File: src/rtl/alu_flags_pkg.sv
package alu_flags_pkg;

   typedef enum logic [3:0] {
      OP_AND = 4'd0,
      OP_XOR = 4'd1,
      OP_SUB = 4'd2,
      OP_RSB = 4'd3,
      OP_ADD = 4'd4,
      OP_ADC = 4'd5,
      OP_SBC = 4'd6,
      OP_RSC = 4'd7,
      OP_TST = 4'd8,
      OP_TEQ = 4'd9,
      OP_CMP = 4'd10,
      OP_CMN = 4'd11,
      OP_ORR = 4'd12,
      OP_MOV = 4'd13,
      OP_BIC = 4'd14,
      OP_MVN = 4'd15
   } alu_op_e;

   typedef struct packed {
      logic n;
      logic z;
      logic c;
      logic v;
   } alu_flags_t;

   // compare/test group: value discarded, flags always loaded
   function automatic logic op_is_compare(input logic [3:0] op);
      return (op == OP_TST) || (op == OP_TEQ) || (op == OP_CMP) || (op == OP_CMN);
   endfunction

   // operations that pass through the adder
   function automatic logic op_is_arith(input logic [3:0] op);
      case (op)
         OP_SUB, OP_RSB, OP_ADD, OP_ADC,
         OP_SBC, OP_RSC, OP_CMP, OP_CMN: return 1'b1;
         default:                       return 1'b0;
      endcase
   endfunction

endpackage

File: src/rtl/alu_adder.sv
module alu_adder #(
   parameter int  WIDTH      = 32,
   parameter bit  RIPPLE     = 1'b0
) (
   input  logic [WIDTH-1:0] x,
   input  logic [WIDTH-1:0] y,
   input  logic             cin,
   output logic [WIDTH-1:0] sum,
   output logic             cout,
   output logic             ovf
);
   localparam int MSB = WIDTH - 1;

   initial begin
      assert (WIDTH >= 2) else $error("alu_adder: WIDTH must be at least 2");
   end

   generate
      if (RIPPLE) begin : g_ripple
         logic [WIDTH:0] chain;
         assign chain[0] = cin;
         for (genvar i = 0; i < WIDTH; i++) begin : g_bit
            assign sum[i]     = x[i] ^ y[i] ^ chain[i];
            assign chain[i+1] = (x[i] & y[i]) | (chain[i] & (x[i] ^ y[i]));
         end
         assign cout = chain[WIDTH];
         assign ovf  = chain[WIDTH] ^ chain[MSB];
      end else begin : g_behav
         logic [WIDTH:0] wide;
         assign wide = {1'b0, x} + {1'b0, y} + {{WIDTH{1'b0}}, cin};
         assign sum  = wide[MSB:0];
         assign cout = wide[WIDTH];
         assign ovf  = (x[MSB] == y[MSB]) && (wide[MSB] != x[MSB]);
      end
   endgenerate

endmodule

File: src/rtl/alu_arith.sv
module alu_arith
   import alu_flags_pkg::*;
#(
   parameter int WIDTH  = 32,
   parameter bit RIPPLE = 1'b0
) (
   input  logic [3:0]       op,
   input  logic [WIDTH-1:0] a,
   input  logic [WIDTH-1:0] b,
   input  logic             carry_in,
   output logic [WIDTH-1:0] value,
   output logic             cout,
   output logic             ovf
);
   logic             swap;
   logic             invert;
   logic [WIDTH-1:0] x_opnd;
   logic [WIDTH-1:0] y_raw;
   logic [WIDTH-1:0] y_opnd;
   logic             cin_sel;

   always_comb begin
      swap    = 1'b0;
      invert  = 1'b0;
      cin_sel = 1'b0;
      case (op)
         OP_ADD, OP_CMN: begin invert = 1'b0; cin_sel = 1'b0;     end
         OP_ADC:         begin invert = 1'b0; cin_sel = carry_in; end
         OP_SUB, OP_CMP: begin invert = 1'b1; cin_sel = 1'b1;     end
         OP_SBC:         begin invert = 1'b1; cin_sel = carry_in; end
         OP_RSB:         begin swap = 1'b1; invert = 1'b1; cin_sel = 1'b1;     end
         OP_RSC:         begin swap = 1'b1; invert = 1'b1; cin_sel = carry_in; end
         default:        begin swap = 1'b0; invert = 1'b0; cin_sel = 1'b0;     end
      endcase
   end

   assign x_opnd = swap ? b : a;
   assign y_raw  = swap ? a : b;
   assign y_opnd = invert ? ~y_raw : y_raw;

   alu_adder #(.WIDTH(WIDTH), .RIPPLE(RIPPLE)) u_add (
      .x    (x_opnd),
      .y    (y_opnd),
      .cin  (cin_sel),
      .sum  (value),
      .cout (cout),
      .ovf  (ovf)
   );

endmodule

File: src/rtl/alu_logic.sv
module alu_logic
   import alu_flags_pkg::*;
#(
   parameter int WIDTH = 32
) (
   input  logic [3:0]       op,
   input  logic [WIDTH-1:0] a,
   input  logic [WIDTH-1:0] b,
   output logic [WIDTH-1:0] value
);
   always_comb begin
      case (op)
         OP_AND, OP_TST: value = a & b;
         OP_XOR, OP_TEQ: value = a ^ b;
         OP_ORR:         value = a | b;
         OP_BIC:         value = a & ~b;
         OP_MOV:         value = b;
         OP_MVN:         value = ~b;
         default:        value = '0;
      endcase
   end
endmodule

File: src/rtl/alu_flag_reg.sv
module alu_flag_reg
   import alu_flags_pkg::*;
(
   input  logic       clk,
   input  logic       rst,
   input  logic       load,
   input  logic       load_v,
   input  alu_flags_t next,
   output alu_flags_t cur
);
   always_ff @(posedge clk) begin
      if (rst) begin
         cur <= '0;
      end else if (load) begin
         cur.n <= next.n;
         cur.z <= next.z;
         cur.c <= next.c;
         if (load_v) cur.v <= next.v;
      end
   end

   AST_RESET_CLEARS: assert property (@(posedge clk) rst |=> (cur == '0));
   AST_IDLE_HOLD: assert property (@(posedge clk) disable iff (rst)
      !load |=> $stable(cur));
   AST_V_KEPT: assert property (@(posedge clk) disable iff (rst)
      (load && !load_v) |=> (cur.v == $past(cur.v)));
   AST_LOAD_TAKEN: assert property (@(posedge clk) disable iff (rst)
      (load && load_v) |=> (cur == $past(next)));

endmodule

File: src/rtl/alu_flags_unit.sv
module alu_flags_unit
   import alu_flags_pkg::*;
#(
   parameter int WIDTH  = 32,
   parameter bit RIPPLE = 1'b0
) (
   input  logic             clk,
   input  logic             rst,
   input  logic [WIDTH-1:0] op_a,
   input  logic [WIDTH-1:0] op_b,
   input  logic [3:0]       opcode,
   input  logic             set_flags,
   input  logic             shift_carry,
   output logic [WIDTH-1:0] result,
   output logic             result_we,
   output logic             flag_n,
   output logic             flag_z,
   output logic             flag_c,
   output logic             flag_v
);
   localparam int MSB = WIDTH - 1;

   initial begin
      assert (WIDTH >= 2) else $error("alu_flags_unit: WIDTH must be at least 2");
   end

   alu_flags_t       flags_q;
   alu_flags_t       flags_d;
   logic [WIDTH-1:0] arith_val;
   logic [WIDTH-1:0] logic_val;
   logic [WIDTH-1:0] comp_val;
   logic             add_cout;
   logic             add_ovf;
   logic             sel_arith;
   logic             sel_cmp;
   logic             do_load;

   assign sel_arith = op_is_arith(opcode);
   assign sel_cmp   = op_is_compare(opcode);

   alu_arith #(.WIDTH(WIDTH), .RIPPLE(RIPPLE)) u_arith (
      .op       (opcode),
      .a        (op_a),
      .b        (op_b),
      .carry_in (flags_q.c),
      .value    (arith_val),
      .cout     (add_cout),
      .ovf      (add_ovf)
   );

   alu_logic #(.WIDTH(WIDTH)) u_logic (
      .op    (opcode),
      .a     (op_a),
      .b     (op_b),
      .value (logic_val)
   );

   assign comp_val  = sel_arith ? arith_val : logic_val;
   assign result    = comp_val;
   assign result_we = ~sel_cmp;
   assign do_load   = set_flags | sel_cmp;

   always_comb begin
      flags_d.n = comp_val[MSB];
      flags_d.z = (comp_val == '0);
      flags_d.c = sel_arith ? add_cout : shift_carry;
      flags_d.v = add_ovf;
   end

   alu_flag_reg u_flags (
      .clk    (clk),
      .rst    (rst),
      .load   (do_load),
      .load_v (sel_arith),
      .next   (flags_d),
      .cur    (flags_q)
   );

   assign flag_n = flags_q.n;
   assign flag_z = flags_q.z;
   assign flag_c = flags_q.c;
   assign flag_v = flags_q.v;

   AST_CMP_NO_WRITE: assert property (@(posedge clk) disable iff (rst)
      (opcode inside {OP_TST, OP_TEQ, OP_CMP, OP_CMN}) |-> !result_we);
   AST_CMP_LOADS: assert property (@(posedge clk) disable iff (rst)
      (opcode inside {OP_TST, OP_TEQ, OP_CMP, OP_CMN}) |=> (flag_z == ($past(comp_val) == '0)));
   AST_Z_FOLLOWS: assert property (@(posedge clk) disable iff (rst)
      set_flags |=> (flag_z == ($past(result) == '0)));
   AST_N_FOLLOWS: assert property (@(posedge clk) disable iff (rst)
      set_flags |=> (flag_n == $past(result[MSB])));
   AST_LOGIC_C_SRC: assert property (@(posedge clk) disable iff (rst)
      (set_flags && (opcode inside {OP_AND, OP_XOR, OP_ORR, OP_MOV, OP_BIC, OP_MVN}))
      |=> (flag_c == $past(shift_carry)));

endmodule

File: config.mk
export PLATFORM = sky130hd
export DESIGN_NAME = alu_flags_unit
export DESIGN_NICKNAME = d
export VERILOG_FILES = /design/src/rtl/alu_flags_pkg.sv /design/src/rtl/alu_adder.sv /design/src/rtl/alu_arith.sv /design/src/rtl/alu_logic.sv /design/src/rtl/alu_flag_reg.sv /design/src/rtl/alu_flags_unit.sv
export SDC_FILE = /design/constraint.sdc
export NUM_CORES = 1
export LEC_CHECK = 0
export BUFFER_PORTS_ARGS = -buffer_cell sky130_fd_sc_hd__buf_2
export CAP_MARGIN = 20
export CORE_UTILIZATION = 60
export DETAILED_ROUTE_END_ITERATION = 7
export PLACE_DENSITY = 0.81
export SYNTH_ARGS = -nofsm -noshare
export SYNTH_HDL_FRONTEND = slang
export SYNTH_HIERARCHICAL = 1
export SYNTH_SLANG_ARGS = --single-unit
File: constraint.sdc
create_clock -name clk -period 5.8 [get_ports clk]
set_input_delay 0.58 -clock clk [delete_from_list [all_inputs] [get_ports clk]]
set_output_delay 0.58 -clock clk [all_outputs]
set_load 0.1 [all_outputs]
Word level (Yosys, flattened, before mapping)
Memories as Yosys holds them, arrays and structs flattened.
Index checks and enable logic that the tools add are counted.

storage, ports and cells
  flip-flop bits (word level) = 4
  word-level logic and storage cells = 53
  input port bits = 72
  bits in latches = 0
  memories = 1
  output and inout port bits = 37
  bits in writable memories = 0
  ROM bits = 16

memory list
  name             words  width  rd ports  clocked after memory_dff  write ports  RTL line             source
  (no name shown)  16     1      1         0                         0            alu_flags_pkg.sv:36  case (op)

cells by class
  $lt $le $gt $ge = 0
  div/mod/pow operators = 0
  shift operators = 0
  multiplexer cells = 9
  reduce and logical (&&, ||, !) cells = 13
  $add $sub $neg = 2
  bitwise operators = 8
  $mul = 0
  equality and inequality tests = 16

operators by type and width
  cell                number
  $pmux 32 s6         1
  $mux 32             4
  $and 32x32->32      2
  $not 32->32         2
  $add 32x32->33      1
  $add 33x1->33       1
  $eq 4x4->1 const B  8
  $logic_not 32->1    1
  $or 32x32->32       1
  $xor 32x32->32      1
  $eq 4x3->1 const B  3
  $eq 4x2->1 const B  2
  $reduce_or 2->1     3
  $reduce_or 3->1     2
  $reduce_or 5->1     1
  $eq 4x1->1 const B  1
  $logic_not 4->1     1
  $logic_or 1x1->1    3
  $mux 1              3
  $pmux 1 s2          1
  $reduce_and 2->1    1
  $eq 1x1->1          1
  $logic_and 1x1->1   1
  $ne 1x1->1          1
  other kinds (2)     2

Logic depth before layout (Yosys ltp)
Gate-level depths: netlist of the first run.

  word-level depth = 10
  mapped depth = 20
  depth with buffers taken out = 18

Cells and area by module
The synthesis of the first run kept the hierarchy.

by module, submodules not included
  module          instances  sequential area each (sq um)  cells each  area each (sq um)
  alu_logic       1          0.0                           358         2467.4
  alu_arith       1          0.0                           223         1869.3
  alu_adder       1          0.0                           228         1686.6
  alu_flags_unit  1          0.0                           135         596.8
  alu_flag_reg    1          80.1                          14          152.6

Least setup slack after synthesis of the first run
OpenSTA, ideal clock, no wires.

  path type = input port to flip-flop
  start point = in opcode[1]
  end point = reg u_flags/cur[2] (netlist name)
  stages = 20
  setup time = 0.067 ns
  setup slack = 0.950 ns
  data arrival time = 4.783 ns
  path through = buf_4 a21bo_4 buf_6 nand2_1 o211ai_1 fa_1 fa_1 a21o_1 a221oi_1 nor3_1 nor2_1 o2111a_1 o21ai_0 xor2_1 nor4_1 nand2_1 or4_4 a221oi_2 mux2i_1 nor2_1

RTL lines
  element      RTL line              source
  from (decl)  alu_flags_unit.sv:11  input logic [3:0] opcode,
  to (decl)    alu_flag_reg.sv:9     output alu_flags_t cur

==> results.cfg, run 1 <==
[floorplan]
ioPinCount = 109
die_y_um = 108.2
die_width_um = 108.2
rows = 38
start_util_pct = 61.93
core_area_mm2 = 0.01094
die_area_mm2 = 0.01172

[setup_path]
crit_type = primary input to flip-flop
end_kind = flip-flop
critPathMaxStageDelay_ps = 490
critPathArrivalTime_ps = 5500
path_cells = buf_2 -> nand3b_4 -> mux2_2 -> fa_1 -> fa_1 -> a21o_1 -> a221oi_2 -> nor3_1 -> nor2_1 -> o2111a_1 -> o21ai_0 -> xor2_1 -> nor4_1 -> nand2_1 -> or4_4 -> a221oi_2 -> mux2i_1 -> nor2_1
critPathSlowestCell = or4_4
path_buf_inv = 1
required_ps = 5960
cp_max_fo = 20
crit_family = simple AND/OR/NAND/NOR gates
cp-start-kind = primary input

[cells_and_area]
syn2layout_area_growth_pct = 12.03
final_cells = 1152
post_route_cells_drive_above_1_share_pct = 20.85
final_cell_area_mm2 = 0.007587
finalNetCount = 1151
regMostFlops = u_flags/cur
largest_register_ffs = 4
num_antenna_cells = 0
reg_top3 = u_flags/cur x4
fill_cells = 974

[sta]
rsz0062_at_grt = no
fmax_mhz = 187.4
fin_crit_sh_pct = 92.00
fin_tns_setup_ps = 0
tightest_slew_ps = 755.8
timing_hold_violations_final = 0
clock_skew_ps = 3.523
maxSlewViolCount = 0
setup_viol = 0
layout_min_cycle_time_ps = 5336
slew_headroom_pct = 49.56

[route]
via_per_inst = 6.403
drtIter0Drc = 951
drt-wirelength-per-cell_um = 17.91
first_pass_iters = 8
num_vias = 7376
detail-route-antenna-nets = 0
drc_errors = 0
routed_wl_mm = 20.63

[global_routing]
grt.total_usage_pct = 34.96
grt.overflow.total = 0
grt_pass1_vias = 6734
grt_max_degree = 69
grt_pass1_wl_mm = 33.17
antenna_found_initial = 0

[power_and_ir_drop]
p_per_area_mw_per_mm2 = 217.1
max-vdd-ir-drop_mv = 0.2015
p_leak_nw = 3.633
power.total_mw = 1.647

[cts]
worstSkewPairLatency_ps = 230
clk_pin_slew_ps = 30
cts_buffers = 3
cts.sinks = 4
cts_max_level = 1
root_buffer = clkbuf_16
clock_path_buffers = 2
cts_tree = built
cts_hold_buf = 0

[job]
maxCapViolCount = 0

[placed_design]
port_buffers = 108
place_area_mm2 = 0.007506
dp_hpwl_mm = 15.60
dp_cells = 1149
gp_congestion = 1.011

[synthesis]
syn_area_mm2 = 0.006773
yosys_warnings = 6
synth_enable_flop_cells = 0
syn_avg_cell_area_um2 = 7.070
yosysMostFrequentCell = nand2_1
synth_nets = 1095
synth_flop_cell = dfxtp_1
synthArstFlopShare_pct = 0
synth.largest_area_cell = ha_1
synth-seq-cells = 4
synth_top_area_share_pct = 11.64
synthTopCellsByCount = nand2_1, inv_1, ha_1
synthTopCellsByArea = ha_1, nand2_1, mux2_4, o211ai_2, nand2b_1
ys_seq_area_share_pct = 1.182
netlist_instances = 958
yosysUniqueCellTypes = 73

[worst_hold_path]
worstHoldPathType = flip-flop to flip-flop

[status]
status = finished clean
[tightest hold or removal path, cell delays in order (launching register included)]
cell and delay (ps):
dfxtp_1 320, mux2i_1 120, nor2_1 50
[cells by family after synthesis]
logic type | after synthesis | share of synthesized area (%)
xor gates and xnor gates | 29 | 3.750
muxes | 52 | 9.957
AOI/OAI and AO/OA | 248 | 28.95
and+or+nand+nor | 415 | 33.31
buffers and inverters | 145 | 10.62
adders and majority gates | 65 | 12.23
DFF | 4 | 1.182
[worst paths after layout]
path	from	end	slack, ps	cells after the start
min reg2reg	u_flags/cur[2]	u_flags/cur[2]	550	2
max reg2reg	u_flags/cur[1]	u_flags/cur[2]	1340	17
min	u_flags/cur[2]	u_flags/cur[2]	550	2
max	opcode[3]	u_flags/cur[2]	460	18
[placed cells by master (no fill, tap or decap), types with 4 or more instances in the layout]
cell type,instances
o21ai_1,32
nand4_1,7
a31oi_1,6
ha_1,63
nor4_1,16
xnor2_1,18
nor3b_1,34
a211o_1,15
nand4b_1,15
and3_1,5
dfxtp_1,4
buf_12,23
mux2i_1,19
a21oi_1,28
nand2_1,166
o211ai_1,6
o2111ai_1,15
buf_4,15
a32oi_1,18
nand3_1,7
inv_1,73
xor2_1,11
o211ai_2,30
or3b_2,5
or3b_1,10
nor2_1,33
mux2_4,30
o21bai_1,7
o221ai_1,16
and2_1,47
buf_2,84
nand2b_1,51
o21ai_0,32
a21o_1,18
[through the flow]
step                setup slack (ps)  util (%)  hold slack (ps)
floorplan                      950.1         -            642.4
global placement               301.6     68.64            534.8
detailed placement             158.5     68.64            543.9
CTS                            390.8     69.32            540.0
global route                   119.9     69.38            566.3
finish                         464.2     69.38            552.3
[what timing repair did]
action,CTS,global route
resized for setup,0,1
endpoints found under the setup margin,0,1
setup buffers,0,0
endpoints found under the hold margin,0,0
[cell type report]
type                            count  area (um2)  share of cell area (%)
Clock buffer                        3       75.07                  0.9894
Sequential cell                     4       80.08                   1.055
Multi-Input combinational cell    809        5986                   78.89
Tap cell                          140       175.2                   2.309
Inverter                           74       277.8                   3.661
Timing Repair Buffer              122       993.5                   13.09
[layer usage]
metal  wire length (um)  part of all wire [%]  vias to the layer above  track usage [%]
met3               1665                   8.1                       54            4.280
met2               9376                    45                      366            56.51
met4                520                   2.5                        0            9.295
met5                  0                     0                        -                0
met1               9070                    44                     3384            48.49
li1                   -                     -                     3572                -
[report_power, final]
| part | switching, mW | total (mW) | internal (mW) |
|---|---|---|---|
| registers | 0.00288 | 0.0331 | 0.0302 |
| logic | 1.01 | 1.50 | 0.497 |
| clock network | 0.0211 | 0.109 | 0.0882 |
| total | 1.03 | 1.65 | 0.616 |
(Power assumes the default switching activity.)
==> run 2, diff against run 1 <==
--- a/config.mk
+++ b/config.mk
@@ -7,9 +7,10 @@
 export LEC_CHECK = 0
 export BUFFER_PORTS_ARGS = -buffer_cell sky130_fd_sc_hd__buf_2
 export CAP_MARGIN = 20
-export CORE_UTILIZATION = 60
+export CORE_UTILIZATION = 45
 export DETAILED_ROUTE_END_ITERATION = 7
-export PLACE_DENSITY = 0.81
+export GPL_TIMING_DRIVEN = 0
+export PLACE_DENSITY = 0.63
 export SYNTH_ARGS = -nofsm -noshare
 export SYNTH_HDL_FRONTEND = slang
 export SYNTH_HIERARCHICAL = 1
==> results.cfg, run 2 (synthesized netlist as in run 1, its figures left out) <==
[sta]
tightest_slew_ps = 798.1
layout_min_cycle_time_ps = 5650
timing_hold_violations_final = 0
maxSlewViolCount = 0
hold_ws_ps = 502.2
clock_skew_ps = 0.4310
setup_ws_ps = 149.9
fin_tns_setup_ps = 0
rsz0062_at_grt = no
setup_viol = 0
slew_headroom_pct = 46.79
fin_crit_sh_pct = 97.42
fmax_mhz = 177.0

[placed_design]
port_buffers = 108
dp_cells = 1250
post-place-ws_ps = -244.6
gp_congestion = 0.9351
dp_hpwl_mm = 19.75
place_area_mm2 = 0.007543

[global_routing]
antenna_found_initial = 0
grt.overflow.total = 0
grt_max_degree = 12
grt_pass1_wl_mm = 39.47
grt.total_usage_pct = 31.31
grt_pass1_vias = 7242

[cells_and_area]
layout_common_cells = nand2_1, buf_2, inv_1
regMostFlops = u_flags/cur
final_cell_area_mm2 = 0.007625
utilization_pct = 52.26
syn2layout_area_growth_pct = 12.58
layout_commonest_cell = nand2_1
final_cells = 1253
num_antenna_cells = 0
largest_register_ffs = 4
reg_top3 = u_flags/cur x4
post_route_cells_drive_above_1_share_pct = 22.45
finalNetCount = 1208

[floorplan]
ioPinCount = 109
core_area_mm2 = 0.01459
start_util_pct = 46.42
rows = 44
die_width_um = 124.7
die_y_um = 124.7
die_area_mm2 = 0.01555

[status]
status = finished clean

[cts]
worstSkewPairLatency_ps = 220
post_cts_buffers = 0
cts.sinks = 4
cts_max_level = 1
cts_buffers = 3
clock_path_buffers = 2
clk_pin_slew_ps = 30
root_buffer = clkbuf_16
cts_tree = built

[setup_path]
cp_max_fo = 10
path_cells = buf_2 -> buf_4 -> a21bo_4 -> buf_6 -> nand2_1 -> o211ai_1 -> fa_1 -> fa_1 -> a21o_1 -> a221oi_2 -> nor3_1 -> nor2_1 -> o2111a_1 -> o21ai_0 -> xor2_1 -> nor4_1 -> nand2_1 -> or4_4 -> a221oi_2 -> mux2i_1 -> nor2_1
end_kind = flip-flop
timing.rr.end = u_flags/cur[2]
rrSetupSlack_ps = 930
critPathMaxStageDelay_ps = 520
crit_type = primary input to flip-flop
critPathArrivalTime_ps = 5810
critPathSlowestCell = fa_1
rr_worst_depth = 17
regToRegStartpoint = u_flags/cur[1]
required_ps = 5960
cp-start-kind = primary input

[power_and_ir_drop]
p_per_area_mw_per_mm2 = 200.2
max-vdd-ir-drop_mv = 0.1767
p_leak_nw = 3.703
power.total_mw = 1.527

[route]
detail-route-antenna-nets = 0
drc_errors = 0
via_per_inst = 6.034
drt-wirelength-per-cell_um = 19.92
first_pass_iters = 6
drtIter0Drc = 695
num_vias = 7560
routed_wl_mm = 24.96

[job]
maxCapViolCount = 0

[worst_hold_path]
min_to = u_flags/cur[3]
whs_path_depth = 2
holdCritStartpoint = u_flags/cur[3]
worstHoldPathType = flip-flop to flip-flop
run 2: cell count changes in the layout (fill, tap and decap cells not counted):
cell	delta
buf_6	+17
buf_4	-9
clkbuf_2	+2
buf_12	-23
nor3b_4	-1
buf_1	+2
buf_2	+42
clkbuf_1	+26
nor3b_2	+1
run 2: worst max path at each step:
stage | start | depth (start not counted) | slack, ps | end
2_1_floorplan | opcode[1] | 20 | 950 | u_flags/cur[2]
3_3_place_gp | opcode[3] | 21 | -290 | u_flags/cur[2]
3_5_place_dp | opcode[3] | 21 | -240 | u_flags/cur[2]
4_1_cts | opcode[3] | 21 | 180 | u_flags/cur[2]
5_1_grt | opcode[3] | 20 | 0.2 | u_flags/cur[2]
6_report | opcode[3] | 21 | 150 | u_flags/cur[2]
run 2: timing repair:
action	in CTS	in global routing
gates resized for setup	1	0
hold buffers	0	0
setup endpoints to repair	1	0
run 2: power by group:
part | total (mW) | leakage, nW | internal [mW] | switching, mW
registers | 0.0322 | 0.0327 | 0.0302 | 0.00198
clock network | 0.107 | 0.0370 | 0.0881 | 0.0193
logic | 1.39 | 3.63 | 0.377 | 1.01
run 2: area by class of cell:
cell class | instances | area (um2)
flip-flops and latches | 4 | 80.08
well taps | 184 | 230.2
repair buffers | 108 | 540.5
clock buffers | 3 | 75.07
multi-input cells | 809 | 5979
fillers | 1504 | 6964
inverters | 74 | 277.8
plain buffers | 71 | 441.7
run 2: worst max-delay path, delay by kind of cell:
kind | cells | cell delay, ps
AND/OR/NAND/NOR | 7 | 1690
XOR/XNOR | 1 | 190
buffers and inverters | 3 | 530
AO/OA/AOI/OAI | 7 | 1740
multiplexers | 1 | 120
adder cells (fa/ha/maj) | 2 | 970
run 2: routing by layer:
metal | GRT usage [%] | vias to the layer above | wire [um]
met3 | 2.878 | 38 | 1898
met4 | 7.087 | 0 | 481
met1 | 42.49 | 3468 | 11150
met2 | 53.07 | 370 | 11430
met5 | 0 | - | 0
li1 | - | 3684 | -
==> run 3, diff against run 2 <==
--- a/config.mk
+++ b/config.mk
@@ -5,12 +5,13 @@
 export SDC_FILE = /design/constraint.sdc
 export NUM_CORES = 1
 export LEC_CHECK = 0
+export ABC_AREA = 0
 export BUFFER_PORTS_ARGS = -buffer_cell sky130_fd_sc_hd__buf_2
 export CAP_MARGIN = 20
 export CORE_UTILIZATION = 45
 export DETAILED_ROUTE_END_ITERATION = 7
 export GPL_TIMING_DRIVEN = 0
-export PLACE_DENSITY = 0.63
+export PLACE_DENSITY = 0.75
 export SYNTH_ARGS = -nofsm -noshare
 export SYNTH_HDL_FRONTEND = slang
 export SYNTH_HIERARCHICAL = 1
==> results.cfg, run 3 (synthesized netlist as in run 1, its figures left out) <==
[global_routing]
grt.total_usage_pct = 29.14
grt.overflow.total = 0
grt_max_degree = 12
grt_pass1_vias = 7020
antenna_found_initial = 0
grt_pass1_wl_mm = 36.90

[power_and_ir_drop]
clock_power_share_pct = 7.4
p_sw_share_pct = 67.50
max-vdd-ir-drop_mv = 0.1939
intPower_uw = 496.9
p_seq_share_pct = 2.1
pwr-share-comb_pct = 90.4
p_per_area_mw_per_mm2 = 200.5
p_switching_mw = 1.032
p_leak_nw = 3.703

[sta]
fmax_mhz = 182.6
maxSlewViolCount = 0
setup_viol = 0
slew_headroom_pct = 45.90
rsz0062_at_grt = no
clock_skew_ps = 11.30
tightest_slew_ps = 811.6
timing_hold_violations_final = 0
fin_crit_sh_pct = 94.44
fin_tns_setup_ps = 0
layout_min_cycle_time_ps = 5477
setup_ws_ps = 322.7

[status]
status = finished clean

[placed_design]
dp_hpwl_mm = 18.95
post-place-ws_ps = 16.37
port_buffers = 108
dp_cells = 1250
gp_congestion = 0.9789

[setup_path]
path_cells = buf_2 -> buf_4 -> a21bo_4 -> buf_6 -> nand2_1 -> o211ai_1 -> fa_1 -> fa_1 -> a21o_1 -> a221oi_2 -> nor3_1 -> nor2_1 -> o2111a_1 -> o21ai_0 -> xor2_1 -> nor4_1 -> nand2_1 -> or4_4 -> a221oi_2 -> mux2i_1 -> nor2_1
critPathSlowestCell = fa_1
path_buf_inv = 3
required_ps = 5960
cp_max_fo = 10
end_kind = flip-flop
cp-start-kind = primary input
critPathMaxStageDelay_ps = 530
crit_type = primary input to flip-flop
crit_family = compound AO/OA/AOI/OAI gates
critPathArrivalTime_ps = 5640

[floorplan]
die_y_um = 124.7
start_util_pct = 46.42
die_area_mm2 = 0.01555
rows = 44
core_area_mm2 = 0.01459
die_width_um = 124.7
ioPinCount = 109

[route]
first_pass_iters = 5
num_vias = 7749
drtIter0Drc = 652
detail-route-antenna-nets = 0
via_per_inst = 6.184
drt-wirelength-per-cell_um = 18.98
routed_wl_mm = 23.78
drc_errors = 0

[cells_and_area]
reg_top3 = u_flags/cur x4
layout_common_cells = nand2_1, buf_2, inv_1
final_cells = 1253
post_route_cells_drive_above_1_share_pct = 22.45
regMostFlops = u_flags/cur
layout_commonest_cell = nand2_1
num_antenna_cells = 0
multi_input_area_mm2 = 0.005979
finalNetCount = 1208
fill_cells = 1445
syn2layout_area_growth_pct = 12.58
regArea_um2 = 80.08
largest_register_ffs = 4

[cts]
worstSkewPairLatency_ps = 230
cts.repair.resized = 0
cts_hold_buf = 0
cts_tree = built
post_cts_buffers = 0
clk_pin_slew_ps = 40
cts.sinks = 4
root_buffer = clkbuf_16
clock_path_buffers = 2
cts_buffers = 3
cts_max_level = 1

[worst_hold_path]
worstHoldPathType = flip-flop to flip-flop

[job]
maxCapViolCount = 0
run 3: cell counts in the layout (fill, tap and decap cells not counted):
Identical to the previous run, type by type.
run 3: power groups by stage:
stage / logic (mW) / clock network, mW / registers (mW)
2_1_floorplan: 1.05 / 0 / 0.0493
3_3_place_gp: 1.35 / 0 / 0.0328
3_5_place_dp: 1.35 / 0 / 0.0329
4_1_cts: 1.36 / 0.114 / 0.0325
5_1_grt: 1.46 / 0.116 / 0.0327
6_report: 1.38 / 0.114 / 0.0328
run 3: tightest hold or removal path, delay by kind of cell (launching register included):
family	cells	cell delay (ps)
flops	1	350
simple gates	1	70
mux	1	80
run 3: routing by layer:
metal / up-vias / global-route usage [%] / share of wire [%] / wire length (um)
met5: - / 0 / 0 / 0
met4: 0 / 6.875 / 2.3 / 549
met3: 49 / 3.651 / 9.5 / 2251
met2: 425 / 49.04 / 46 / 10890
met1: 3590 / 39.13 / 42 / 10090
li1: 3685 / - / - / -
run 3: final cells by class:
type	instances	area share, %
sequential	4	1.050
buffer	71	5.793
timing repair buffer	108	7.089
clock buffer	3	0.9846
inverter	74	3.643
multi-input combinational	809	78.42
tap	184	3.019
run 3: through the flow:
step	power (mW)	hold slack [ps]	utilization [%]	cell area, um2
final	1.529	539.9	52.26	7625
after CTS	1.505	541.8	52.22	7619
after floorplan	1.102	642.4	-	6773
after global placement	1.380	501.7	51.71	7543
after global routing	1.608	582.6	52.26	7625
after detailed placement	1.386	527.2	51.71	7543
run 3: worst paths after layout:
kind                        from              to  slack [ps]  depth (start not counted)
hold reg to reg   u_flags/cur[1]  u_flags/cur[1]         540                          2
setup reg to reg  u_flags/cur[1]  u_flags/cur[2]        1080                         17
hold / removal    u_flags/cur[1]  u_flags/cur[1]         540                          2
setup / recovery       opcode[3]  u_flags/cur[2]         320                         21
